===== src/rtl/sw_pkg.sv =====
package sw_pkg;
  // bit 1: timer mode, bit 0: running
  typedef enum logic [1:0] {
    ST_CLK_STOP = 2'b00,
    ST_CLK_RUN  = 2'b01,
    ST_TMR_STOP = 2'b10,
    ST_TMR_RUN  = 2'b11
  } sw_state_e;

  function automatic logic st_running(sw_state_e s);
    return s[0];
  endfunction

  function automatic logic st_timer(sw_state_e s);
    return s[1];
  endfunction
endpackage


===== src/rtl/sw_edge.sv =====
module sw_edge #(
  parameter bit IDLE_LEVEL = 1'b0
) (
  input  logic clk,
  input  logic rst,
  input  logic lvl,
  output logic press
);
  logic prev_q;

  always_ff @(posedge clk) begin
    if (rst) prev_q <= IDLE_LEVEL;
    else     prev_q <= lvl;
  end

  generate
    if (IDLE_LEVEL) begin : g_act_low
      assign press = prev_q & ~lvl;
    end else begin : g_act_high
      assign press = ~prev_q & lvl;
    end
  endgenerate

  AST_PRESS_ONE_CYCLE: assert property (@(posedge clk) disable iff (rst)
    press |=> !press);
endmodule


===== src/rtl/sw_preset_idx.sv =====
module sw_preset_idx #(
  parameter int IDX_W = 6
) (
  input  logic             clk,
  input  logic             rst,
  input  logic             adv,
  output logic [IDX_W-1:0] idx
);
  localparam logic [IDX_W-1:0] LAST = {IDX_W{1'b1}};

  function automatic logic [IDX_W-1:0] step(logic [IDX_W-1:0] v);
    return (v == LAST) ? '0 : v + 1'b1;
  endfunction

  always_ff @(posedge clk) begin
    if (rst)      idx <= '0;
    else if (adv) idx <= step(idx);
  end

  AST_IDX_STEP: assert property (@(posedge clk) disable iff (rst)
    adv |=> idx == $past(idx) + 1'b1);
  AST_IDX_HOLD: assert property (@(posedge clk) disable iff (rst)
    !adv |=> $stable(idx));
endmodule


===== src/rtl/sw_fsm.sv =====
module sw_fsm
  import sw_pkg::*;
(
  input  logic      clk,
  input  logic      rst,
  input  logic      start_ev,
  input  logic      mode_ev,
  input  logic      lap_ev,
  input  logic      at_zero,
  output sw_state_e state,
  output logic      lap_latch,
  output logic      preset_load
);
  sw_state_e nxt;
  logic      lap_in_clock;
  logic      load_in_timer;

  assign lap_in_clock  = lap_ev & ~st_timer(state);
  assign load_in_timer = lap_ev & (state == ST_TMR_STOP);

  always_comb begin
    nxt = state;
    unique case (state)
      ST_CLK_STOP: if (start_ev) nxt = ST_CLK_RUN;
                   else if (mode_ev) nxt = ST_TMR_STOP;
      ST_CLK_RUN:  if (start_ev) nxt = ST_CLK_STOP;
      ST_TMR_STOP: if (start_ev) nxt = ST_TMR_RUN;
                   else if (mode_ev) nxt = ST_CLK_STOP;
      ST_TMR_RUN:  if (start_ev || at_zero) nxt = ST_TMR_STOP;
      default:     nxt = ST_CLK_STOP;
    endcase
  end

  always_ff @(posedge clk) begin
    if (rst) begin
      state       <= ST_CLK_STOP;
      lap_latch   <= 1'b0;
      preset_load <= 1'b0;
    end else begin
      state       <= nxt;
      lap_latch   <= lap_in_clock;
      preset_load <= load_in_timer;
    end
  end

  AST_START_TOGGLES: assert property (@(posedge clk) disable iff (rst)
    start_ev |=> st_running(state) != $past(st_running(state)));
  AST_MODE_LOCKED: assert property (@(posedge clk) disable iff (rst)
    st_running(state) |=> st_timer(state) == $past(st_timer(state)));
  AST_ZERO_HALTS: assert property (@(posedge clk) disable iff (rst)
    (state == ST_TMR_RUN && at_zero) |=> state == ST_TMR_STOP);
  AST_STROBES_EXCL: assert property (@(posedge clk) disable iff (rst)
    !(lap_latch && preset_load));
  AST_LOAD_WHEN_STOPPED: assert property (@(posedge clk) disable iff (rst)
    preset_load |-> $past(state) == ST_TMR_STOP);
endmodule


===== src/rtl/sw_ctrl.sv =====
module sw_ctrl
  import sw_pkg::*;
#(
  parameter int IDX_W = 6
) (
  input  logic             clk,
  input  logic             rst,
  input  logic             start_n,
  input  logic             mode_btn,
  input  logic             lap_btn,
  input  logic             at_zero,
  output logic             cnt_en,
  output logic             cnt_up,
  output logic             clr_time,
  output logic             lap_latch,
  output logic             preset_load,
  output logic [IDX_W-1:0] preset_idx
);
  logic      start_ev, mode_ev, lap_ev;
  sw_state_e state;

  sw_edge #(.IDLE_LEVEL(1'b1)) u_start (
    .clk(clk), .rst(rst), .lvl(start_n), .press(start_ev));
  sw_edge #(.IDLE_LEVEL(1'b0)) u_mode (
    .clk(clk), .rst(rst), .lvl(mode_btn), .press(mode_ev));
  sw_edge #(.IDLE_LEVEL(1'b0)) u_lap (
    .clk(clk), .rst(rst), .lvl(lap_btn), .press(lap_ev));

  sw_fsm u_fsm (
    .clk(clk), .rst(rst),
    .start_ev(start_ev), .mode_ev(mode_ev), .lap_ev(lap_ev),
    .at_zero(at_zero),
    .state(state), .lap_latch(lap_latch), .preset_load(preset_load));

  sw_preset_idx #(.IDX_W(IDX_W)) u_idx (
    .clk(clk), .rst(rst), .adv(preset_load), .idx(preset_idx));

  always_ff @(posedge clk) clr_time <= rst;

  assign cnt_en = st_running(state);
  assign cnt_up = ~st_timer(state);

  AST_CLEAR_AFTER_RESET: assert property (@(posedge clk)
    $past(rst) |-> clr_time && !cnt_en && cnt_up);
endmodule


===== config.mk =====
export PLATFORM = sky130hd
export DESIGN_NAME = sw_ctrl
export DESIGN_NICKNAME = d
export VERILOG_FILES = /design/src/rtl/sw_pkg.sv /design/src/rtl/sw_edge.sv /design/src/rtl/sw_preset_idx.sv /design/src/rtl/sw_fsm.sv /design/src/rtl/sw_ctrl.sv
export SDC_FILE = /design/constraint.sdc
export NUM_CORES = 1
export LEC_CHECK = 0
export ABC_AREA = 1
export ABC_CLOCK_PERIOD_IN_PS = 1400
export BUFFER_PORTS_ARGS = -buffer_cell sky130_fd_sc_hd__buf_2
export CORE_AREA = 2 2 39 41
export CTS_CLUSTER_DIAMETER = 120
export DETAILED_ROUTE_END_ITERATION = 10
export DIE_AREA = 0 0 41 43
export PLACE_DENSITY_LB_ADDON = 0.05
export SYNTH_ARGS = -nofsm -noshare
export SYNTH_HDL_FRONTEND = slang
export SYNTH_HIERARCHICAL = 1
export SYNTH_SLANG_ARGS = --single-unit

===== constraint.sdc =====
create_clock -name clk -period 1.4 [get_ports clk]
set_clock_uncertainty 0.05 [all_clocks]
set_input_delay 0 -clock clk [delete_from_list [all_inputs] [get_ports clk]]
set_output_delay 0 -clock clk [all_outputs]
set_load 0.01 [all_outputs]

Word level (Yosys, flattened, before mapping)

Cells that the tools add are included.

Bitwise operators: 9
Mux-type cells: 8
Reduce and logical (&&, ||, !) cells: 3
$add $sub $neg: 1
Equality and inequality tests: 8

Operator list:

| kind                                                            | number |
|---|---|
| 2-bit two-way mux                                               | 6 |
| 2-bit one-hot mux with 4 select lines                           | 1 |
| 6-bit by 1-bit adder with 6-bit output, second input constant   | 1 |
| 6-bit == test, second input constant                            | 1 |
| 6-bit two-way mux                                               | 1 |
| 3-bit by 2-bit != test with 1-bit output, second input constant | 2 |
| 1-bit bitwise AND                                               | 5 |
| 2-bit == test, second input constant                            | 2 |
| 2-bit by 1-bit != test with 1-bit output, second input constant | 2 |
| 1-bit NOT                                                       | 4 |
| 4-bit AND reduction                                             | 1 |
| 2-bit by 1-bit == test with 1-bit output, second input constant | 1 |
| 2-bit logical NOT                                               | 1 |
| 1-bit logical OR                                                | 1 |

Bits in registers: 14
Bits of input ports: 6
Output and inout port bits: 11

Longest topological paths before layout

Gate-level depths: netlist of the first run.

Depth in word-level cells: 5
Depth in mapped cells: 7
Depth with buffers taken out: 7

Modules after synthesis

The synthesis of the first run kept the hierarchy.

By module, submodules not included:

| module               | area an instance (µm²) | times used | seq. area each (µm²) | cells an instance |
|---|---|---|---|---|
| sw_preset_idx        | 274.0                  | 1          | 120.1                | 39 |
| sw_fsm               | 148.9                  | 1          | 80.1                 | 20 |
| sw_edge at u_lap ... | 31.3                   | 2          | 20.0                 | 4 |
| sw_edge at u_start   | 38.8                   | 1          | 20.0                 | 6 |
| sw_ctrl              | 23.8                   | 1          | 20.0                 | 2 |

Worst setup path after synthesis of the first run

No wires, ideal clock.

Path kind: register -> register
Start point: register u_idx.idx[0]
End point: register u_idx.idx[5]
Arrival: 0.987 ns
Path slack: 0.242 ns
Stages on the path, launching flop included: 5
Data required time: 1.229 ns
Buffers on the path: 0
Clock period less this slack: 1.158 ns
Cell sequence: dfxtp_1 ha_1 nand3_1 o21ai_1 nor2_1

Longest elaborated chain between the ends: 2
Elaborated cells on any way between the ends: 3
Classes of those cells: add/sub: 1; eq/ne: 1; mux: 1

Ends and longest elaborated chain:

| element                                                                 | RTL line            | source |
|---|---|---|
| start: declaration                                                      | sw_preset_idx.sv:7  | `output logic [IDX_W-1:0] idx` |
| start signal: assignment                                                | sw_preset_idx.sv:17 | `else if (adv) idx <= step(idx);` |
| 6-bit by 1-bit adder with 6-bit output or 6-bit == test (tied branches) | sw_preset_idx.sv:12 | `return (v == LAST) ? '0 : v + 1'b1;` |
| 6-bit two-way mux (*)                                                   | sw_preset_idx.sv:12 |  |

Every way passes the cells marked *; elsewhere a longest branch is shown, timed or not.
A chain may end at the register's enable or synchronous reset.

Worst setup path after layout of the first run

Start point: input port rst
End point: register u_start.prev_q

RTL lines:

| element                | RTL line      | source |
|---|---|---|
| start: declaration     | sw_ctrl.sv:7  | `input logic rst,` |
| end signal: assignment | sw_edge.sv:13 | `else prev_q <= lvl;` |
| end: declaration       | sw_edge.sv:9  | `logic prev_q;` |

No word-level cell between the ends.

==> metrics.txt, run 1 <==
status finished clean; final setup fails 0; Max clock buf depth 2; Pleak 0.394 nW; Worst-Skew Late Latency 0.28 ns; Layout area overhead 37.7%; buffers added on ports 16; critical path endpoint category flip-flop; worst path cell trace dlygate4sd3_1, buf_2, inv_1, nand2_1, dlygate4sd3_1; most frequent CP cell dlygate4sd3_1; critical path launch point type primary input; logic gate share of total power 9.4%; CORE AREA 0.00138 mm2; mapped cell area 548 um2; largest net degree at the start of global routing 9; P_sw 0.171 mW; internal reg-to-reg setup slack 0.19 ns; # DRC 0; Overall Power 0.779 mW; final slew viol count 0; # rows 14; Worst R2R Path Depth 4; Cell Int Power 0.609 mW; Crit path largest cell delay 0.54 ns; P per Cell Area 1030 mW/mm2; origin of the critical flop-to-flop path u_idx/idx[0]$_SDFFE_PP0P_; grt total ovfl 0; crit path capture u_start/prev_q$_SDFF_PP1_; initial antenna violation count 0; f_max 812 MHz; Final ANT Viol Nets 0; Reg clk slew, reported paths 0.09 ns; # nets final 110; Starting Density 39.6%; Worst Tran Pin Value 0.233 ns; setup TNS 0 ns; n_diodes 0; CTS tree yes; CP startpoint rst; Slew headroom 84.4%; fillcell total 145; clock share of power 36.4%; sequential share of power 54.2%; GPL Wtd Cong 0.596; fin crit period 1.23 ns; CP Class primary input to flip-flop; Arrival @ worst endpoint 1.34 ns; Clock Sinks 14; syn_nets 82; first-pass GRT wire length 1700 um; Req. time, crit path 1.51 ns; period utilisation layout 88.0%; register bit total from synthesis 14; Max stage delay cell, worst path dlygate4sd3_1; Total GRT Usage 14.7%; layout cells sized above 1 22.5%; CTS H-tree lvls 1; post-synthesis sequential area ratio 51.1%; r2r endpoint u_idx/idx[5]$_SDFFE_PP0P_; Die Area 0.00176 mm2; via count 504; max-cap violations 0; drt initial violations 1; Avg WL per Cell 8.73 um; Root Driver clkbuf_4; DR pass1 iterations 2; io pins 17; Peak VDD IR 780 uV; Crit Path Max Fanout 8; Synth Warn # 6; CTS resizes 0; Switching Share 21.9%; post-DP HPWL 764 um; post-CTS setup buffer count 0; RSZ-0062 raised after global routing false; Mapped Cells 75; CTS Buf Count 3; final wirelength 1030 um; number of library cell types mapped by synthesis 13; vias in the first global route 455; final hold violations 0; Hold Crit Class primary input to flip-flop; Syn Area/Cell 7.31 um2; most frequent cells in the layout 16 x buf_2, 16 x nand2_1, 15 x inv_1; width of the die 41 um; vias per cell 4.27; Chip Height 43 um
layout make-up:
type                            instances  area [um2]  area share (%)
Sequential cell                        14         280            37.1
Multi-Input combinational cell         46         211            28.0
Timing Repair Buffer                   23         150            19.9
Inverter                               15        56.3            7.46
Clock buffer                            4        36.3            4.81
Tap cell                               16        20.0            2.65
how the worst min path moves through the flow:
stage,startpoint,end,slack (ns),cells after the start
after floorplan,rst,clr_time$_DFF_P_,-0.02,0
after global placement,start_n,u_start/prev_q$_SDFF_PP1_,0.14,3
after detailed placement,start_n,u_start/prev_q$_SDFF_PP1_,0.14,3
after CTS,rst,clr_time$_DFF_P_,0.42,2
after global routing,rst,clr_time$_DFF_P_,0.43,2
final,rst,clr_time$_DFF_P_,0.43,2
metrics by stage:
step | cells | instance area [um2] | utilization (%) | worst slack (ns) | hold slack [ns]
2_1_floorplan | 75 | 548 | - | 0.242 | -0.0223
3_3_place_gp | 107 | 648 | 46.8 | 0.233 | 0.137
3_5_place_dp | 107 | 648 | 46.8 | 0.182 | 0.140
4_1_cts | 118 | 754 | 54.5 | 0.174 | 0.424
5_1_grt | 118 | 754 | 54.5 | 0.0412 | 0.432
6_report | 118 | 754 | 54.5 | 0.168 | 0.432
power groups by stage:
stage	clock [mW]	combinational (mW)	sequential, mW
2_1_floorplan	0	0.0313	0.435
3_3_place_gp	0	0.0581	0.432
3_5_place_dp	0	0.0590	0.432
4_1_cts	0.296	0.0741	0.423
5_1_grt	0.316	0.0836	0.425
6_report	0.283	0.0732	0.423
synthesized netlist by cell type:
master | instances | area, um2
a21oi_1 | 3 | 15.0
dfxtp_1 | 14 | 280
ha_1 | 1 | 12.5
inv_1 | 15 | 56.3
nand2_1 | 16 | 60.1
nand2_2 | 1 | 6.26
nand3_1 | 3 | 15.0
nor2_1 | 13 | 48.8
nor2_2 | 2 | 12.5
nor3b_1 | 1 | 7.51
o21ai_0 | 4 | 20.0
o21ai_1 | 1 | 5.00
xnor2_1 | 1 | 8.76
worst max-delay path, delay by kind of cell:
kind | cells | cell delay (ns)
buf+inv | 4 | 1.30
simple gates | 1 | 0.04
cell families after synthesis:
kind of cell	after synthesis	synth area share [%]
AOI/OAI and AO/OA	8	7.30
xor gates and xnor gates	1	1.60
adders and majority gates	1	2.28
buffers and inverters	15	10.3
DFF	14	51.1
and+or+nand+nor	36	27.4
repair_timing:
item                                   CTS  global route
hold buffers                             7             0
setup endpoints to repair                0             0
endpoints found under the hold margin    5             0
state kept, by name, indices dropped and copies added (netlist names):
name               cells
u_lap/prev_q           1
u_mode/prev_q          1
u_fsm/lap_latch        1
u_fsm/state            2
u_idx/idx              6
u_start/prev_q         1
clr_time               1
u_fsm/preset_load      1
layer usage:
metal  vias up  global-route usage [%]  share of wire, %
li1        277                       -                 -
met1       216                    16.2                44
met2         9                    22.5                50
met3         2                    4.71               3.9
met4         0                    10.0               1.9
met5         -                       0                 0
No activity file was read; power rests on OpenSTA's default activity.
==> run 2, diff against run 1 <==
Settings changed: SYNTH_HIERARCHICAL 1 to default.
==> metrics.txt, run 2 <==
Seq. cell area 280 um2; most common cell after layout, fill and taps aside buf_2; Peak VDD IR 573 uV; initial antenna violation count 0; mapped cell area 544 um2; Worst-Skew Late Latency 0.27 ns; Post-synth EDFFs 0; Largest regs u_idx.idx (6), u_fsm.state (2); Finished Layout Cells 112; Clock Sinks 14; number of library cell types mapped by synthesis 15; status finished clean; Worst Tran Pin Value 0.217 ns; final slew viol count 0; Post-synth top flop dfxtp_1; syn_nets 79; Hold Crit Class primary input to flip-flop; layout cells sized above 1 24.0%; period utilisation layout 84.1%; Reg clk slew, reported paths 0.08 ns; post-DP HPWL 770 um; drt initial violations 4; Max clock buf depth 2; final hold violations 0; Mapped Cells 72; width of the die 41 um; hold slack final 0.0155 ns; Crit path largest cell delay 0.40 ns; most frequent cells in the layout 16 x buf_2, 15 x nand2_1, 14 x dfxtp_1; CTS tree yes; Root Driver clkbuf_4; vias per cell 4.67; CTS Buf Count 3; post-synthesis sequential area ratio 51.5%; cell count after placement 104; CTS H-tree lvls 1; synth cell count leaders 15 x nand2_1, 14 x dfxtp_1, 12 x inv_1; Crit Path Max Fanout 4; Max stage delay cell, worst path dfxtp_1; CORE AREA 0.00138 mm2; io pins 17; Total GRT Usage 14.9%; Avg WL per Cell 8.88 um; final setup fails 0; post-CTS setup buffer count 0; Die Area 0.00176 mm2; P per Cell Area 1070 mW/mm2; # rows 14; setup TNS 0 ns; Simple-Gate Fraction of Synth Area 27.8%; area leader, netlist dfxtp_1; Starting Density 39.3%; # nets final 104; combined area of the multi-input logic cells 219 um2; Reg with most FFs u_idx.idx; DR pass1 iterations 3; vias in the first global route 489; Arrival @ worst endpoint 1.29 ns; n_diodes 0; fin crit period 1.18 ns; critical path launch point type flip-flop; Layout area overhead 32.4%; Synth top area share 51.5%; CTS resizes 0; first-pass GRT wire length 1770 um; largest family of logic cells by synthesized area simple AND/OR/NAND/NOR gates; FFs w/ async S/R, synth 0%; # DRC 0; max-cap violations 0; Chip Height 43 um; GPL Wtd Cong 0.619; Pleak 0.348 nW; Slew headroom 85.5%; grt total ovfl 0; Req. time, crit path 1.52 ns; Syn Area/Cell 7.56 um2; buffers added on ports 16; f_max 849 MHz; XOR/XNOR share of the synthesized area 0%; Final ANT Viol Nets 0; Synth Warn # 0; multiplexer share of the synthesized area 0%; most frequent cell after synthesis nand2_1; worst path cell trace ha_1, nand3_1, o21ai_1, nor2_1; RSZ-0062 raised after global routing false; final wirelength 994 um; largest net degree at the start of global routing 9; max FFs per register 6; Compound-Gate Fraction of Synth Area 10.1%; fillcell total 146; via count 523; Area contributors post-synth dfxtp_1 51%, nand2_1 10%, inv_1 8.3%; register bit total from synthesis 14; CP Class flip-flop to flip-flop; critical path endpoint category flip-flop; area share of fa/ha/maj cells after synthesis 2.30%
## run 2: changes by cell type after synthesis, sizes merged
cell,delta
xnor2,-1
nor3,+1
nor2,-6
nor4,+2
o21ai,+1
nand2,-1
a21oi,+2
nor3b,-1
and2,+1
nand3,+1
nand4,+1
inv,-3
## run 2: per-stage QoR
| stage | utilization, % | total power [mW] | setup slack, ns | cell area [um2] |
|---|---|---|---|---|
| 5_1_grt | 52.1 | 0.812 | 0.101 | 721 |
| 2_1_floorplan | - | 0.464 | 0.247 | 544 |
| 6_report | 52.1 | 0.771 | 0.222 | 721 |
| 4_1_cts | 52.1 | 0.783 | 0.215 | 721 |
| 3_3_place_gp | 46.6 | 0.489 | 0.243 | 644 |
| 3_5_place_dp | 46.6 | 0.489 | 0.226 | 644 |
## run 2: layer usage
layer  track usage (%)  share of wire [%]  vias to the layer above  wire [um]
li1                  -                  -                      281          -
met1              16.1                 45                      230        450
met2              24.1                 48                       10        477
met3              3.14                5.4                        2         54
met4              10.0                1.1                        0         11
met5                 0                  0                        -          0
## run 2: worst max-delay path, delay by kind of cell, from the launching register on
kind / cells / cell delay (ns)
flip-flops: 1 / 0.40
adder cells (fa/ha/maj): 1 / 0.21
AO/OA/AOI/OAI: 1 / 0.23
AND/OR/NAND/NOR: 2 / 0.19
## run 2: layout make-up
cell class	count	share of cell area, %
tap	16	2.78
inverter	12	6.25
sequential	14	38.9
timing repair buffer	20	16.7
clock buffer	4	5.03
multi-input combinational	46	30.4
## run 2: worst paths after layout
| check | start | end | slack, ns | cells past startpoint |
|---|---|---|---|---|
| hold reg to reg | u_lap.prev_q$_SDFF_PP0_ | u_fsm.preset_load$_SDFF_PP0_ | 0.37 | 1 |
| setup reg to reg | u_idx.idx[0]$_SDFFE_PP0P_ | u_idx.idx[3]$_SDFFE_PP0P_ | 0.22 | 4 |
| hold / removal | at_zero | u_fsm.state[0]$_SDFFE_PP0P_ | 0.02 | 4 |
| setup / recovery | u_idx.idx[0]$_SDFFE_PP0P_ | u_idx.idx[3]$_SDFFE_PP0P_ | 0.22 | 4 |
## run 2: cells by family (layout without fill, tap and decap cells)
kind of cell             count (synthesis)  count (layout)
AND/OR/NAND/NOR                         34              34
AO/OA/AOI/OAI                           11              11
adder cells (fa/ha/maj)                  1               1
flip-flops                              14              14
buffers and inverters                   12              36
## run 2: power by group
group	total, mW	internal, mW	switching (mW)	leakage, nW
combinational	0.0656	0.0316	0.0340	0.213
sequential	0.422	0.413	0.00928	0.115
clock	0.283	0.158	0.125	0.0210
total	0.771	0.602	0.168	0.348
## run 2: timing repair
item / 4_1_cts / 5_1_grt
hold endpoints to repair: 7 / 0
hold buffers: 4 / 0
endpoints found under the setup margin: 0 / 0
==> run 3, diff against run 2 <==
Settings changed: ABC_CLOCK_PERIOD_IN_PS 1400 to 1100.
Clock period 1.4 ns to 1.1 ns, I/O delays scaled along.
==> metrics.txt, run 3 (synthesized netlist as in run 2, its figures left out) <==
fin crit period 1.06 ns; hold slack final 0.391 ns; Total GRT Usage 14.8%; via count 545; origin of the critical flop-to-flop path u_idx.idx[0]$_SDFFE_PP0P_; initial antenna violation count 0; post-DP HPWL 811 um; internal reg-to-reg setup slack 0.04 ns; vias per cell 4.70; finished layout cell area 787 um2; Crit path buffers/inverters 1; CTS tree yes; P per Cell Area 1270 mW/mm2; first-pass GRT wire length 1710 um; max-cap violations 0; critical path endpoint category flip-flop; grt total ovfl 0; Pleak 0.370 nW; most frequent CP cell o21ai_0; final hold violations 0; Die Area 0.00176 mm2; most frequent cells in the layout 16 x buf_2, 13 x nand2_1, 12 x inv_1, 12 x dfxtp_1, 7 x nor2_1; max FFs per register 6; n_diodes 0; final slew viol count 0; Final ANT Viol Nets 0; worst path cell trace ha_4, nand3_2, nand2_2, o21ai_0, o21ai_0, inv_1; most common cell after layout, fill and taps aside buf_2; Arrival @ worst endpoint 1.19 ns; Chip Height 43 um; layout cells sized above 1 33.0%; CORE AREA 0.00138 mm2; Layout Utilization 56.9%; f_max 945 MHz; Worst-Skew Late Latency 0.28 ns; status finished clean; Starting Density 39.3%; Max stage delay cell, worst path dfxtp_2; # rows 14; period utilisation layout 96.2%; critical path launch point type flip-flop; Worst Tran Pin Value 0.247 ns; drt initial violations 5; Layout area overhead 44.6%; CTS Buf Count 3; CP startpoint u_idx.idx[0]$_SDFFE_PP0P_; final wirelength 1160 um; width of the die 41 um; worst hold path startpoint u_lap.prev_q$_SDFF_PP0_; CP top delay family flip-flops; Clock Sinks 14; Hold Crit Class flip-flop to flip-flop; Largest regs u_idx.idx (6), u_fsm.state (2); Crit path largest cell delay 0.36 ns; combined area of the multi-input logic cells 250 um2; Crit Path Max Fanout 3; # DRC 0; fillcell total 144; CTS H-tree lvls 1; DP Area 673 um2; Max clock buf depth 2; io pins 17; Peak VDD IR 960 uV; GPL Wtd Cong 0.682; Req. time, crit path 1.23 ns; Slew headroom 83.5%; Seq. cell area 283 um2; # nets final 108; DR pass1 iterations 4; CP Class flip-flop to flip-flop; Avg WL per Cell 10.0 um; largest net degree at the start of global routing 9; vias in the first global route 445; Reg with most FFs u_idx.idx; Root Driver clkbuf_4; Reg clk slew, reported paths 0.08 ns; buffers added on ports 16; final setup fails 0
==> run 3: cell type report <==
type	instances	share of cell area, %
well taps	16	2.54
inverters	12	5.72
flip-flops and latches	14	35.9
repair buffers	24	19.4
multi-input cells	46	31.8
clock buffers	4	4.61
==> run 3: metrics by stage <==
step                worst slack [ns]  cells  total power, mW  TNS (ns)
floorplan                     0.0102     72            0.592         0
global placement              0.0489    106            0.626         0
detailed placement            0.0176    106            0.628         0
CTS                           0.0216    116             1.01         0
global route                 -0.0119    116             1.05   -0.0133
finish                        0.0422    116             1.00         0
==> run 3: repair_timing <==
| item | CTS | global route |
|---|---|---|
| pin swaps | 0 | 2 |
| hold buffers | 5 | 0 |
| cloned | 0 | 0 |
| hold endpoints to repair | 7 | 0 |
| gates resized for setup | 0 | 4 |
| endpoints found under the setup margin | 1 | 2 |
| setup buffers | 1 | 0 |
==> run 3: worst paths after layout <==
check	cells past startpoint	to
worst max-delay path	6	u_idx.idx[4]$_SDFFE_PP0P_
worst min-delay path	1	u_fsm.preset_load$_SDFF_PP0_
worst max register to register	6	u_idx.idx[4]$_SDFFE_PP0P_
worst min register to register	1	u_fsm.preset_load$_SDFF_PP0_
==> run 3: report_power, final <==
group	switching (mW)	internal (mW)	leakage (nW)
combinational	0.0487	0.0467	0.233
sequential	0.0119	0.526	0.116
clock	0.168	0.201	0.0210
==> run 3: worst reg2reg max path, cell delays in order (launching register included) <==
cell     delay [ns]
dfxtp_2        0.36
ha_4           0.15
nand3_2        0.11
nand2_2        0.09
o21ai_0        0.08
o21ai_0        0.08
inv_1          0.05
==> run 3: routing by layer <==
metal / wire length (um) / vias to the layer above / track usage [%]
li1: - / 287 / -
met1: 530 / 244 / 16.3
met2: 580 / 12 / 22.8
met3: 39 / 2 / 3.14
met4: 10 / 0 / 12.0
met5: 0 / - / 0
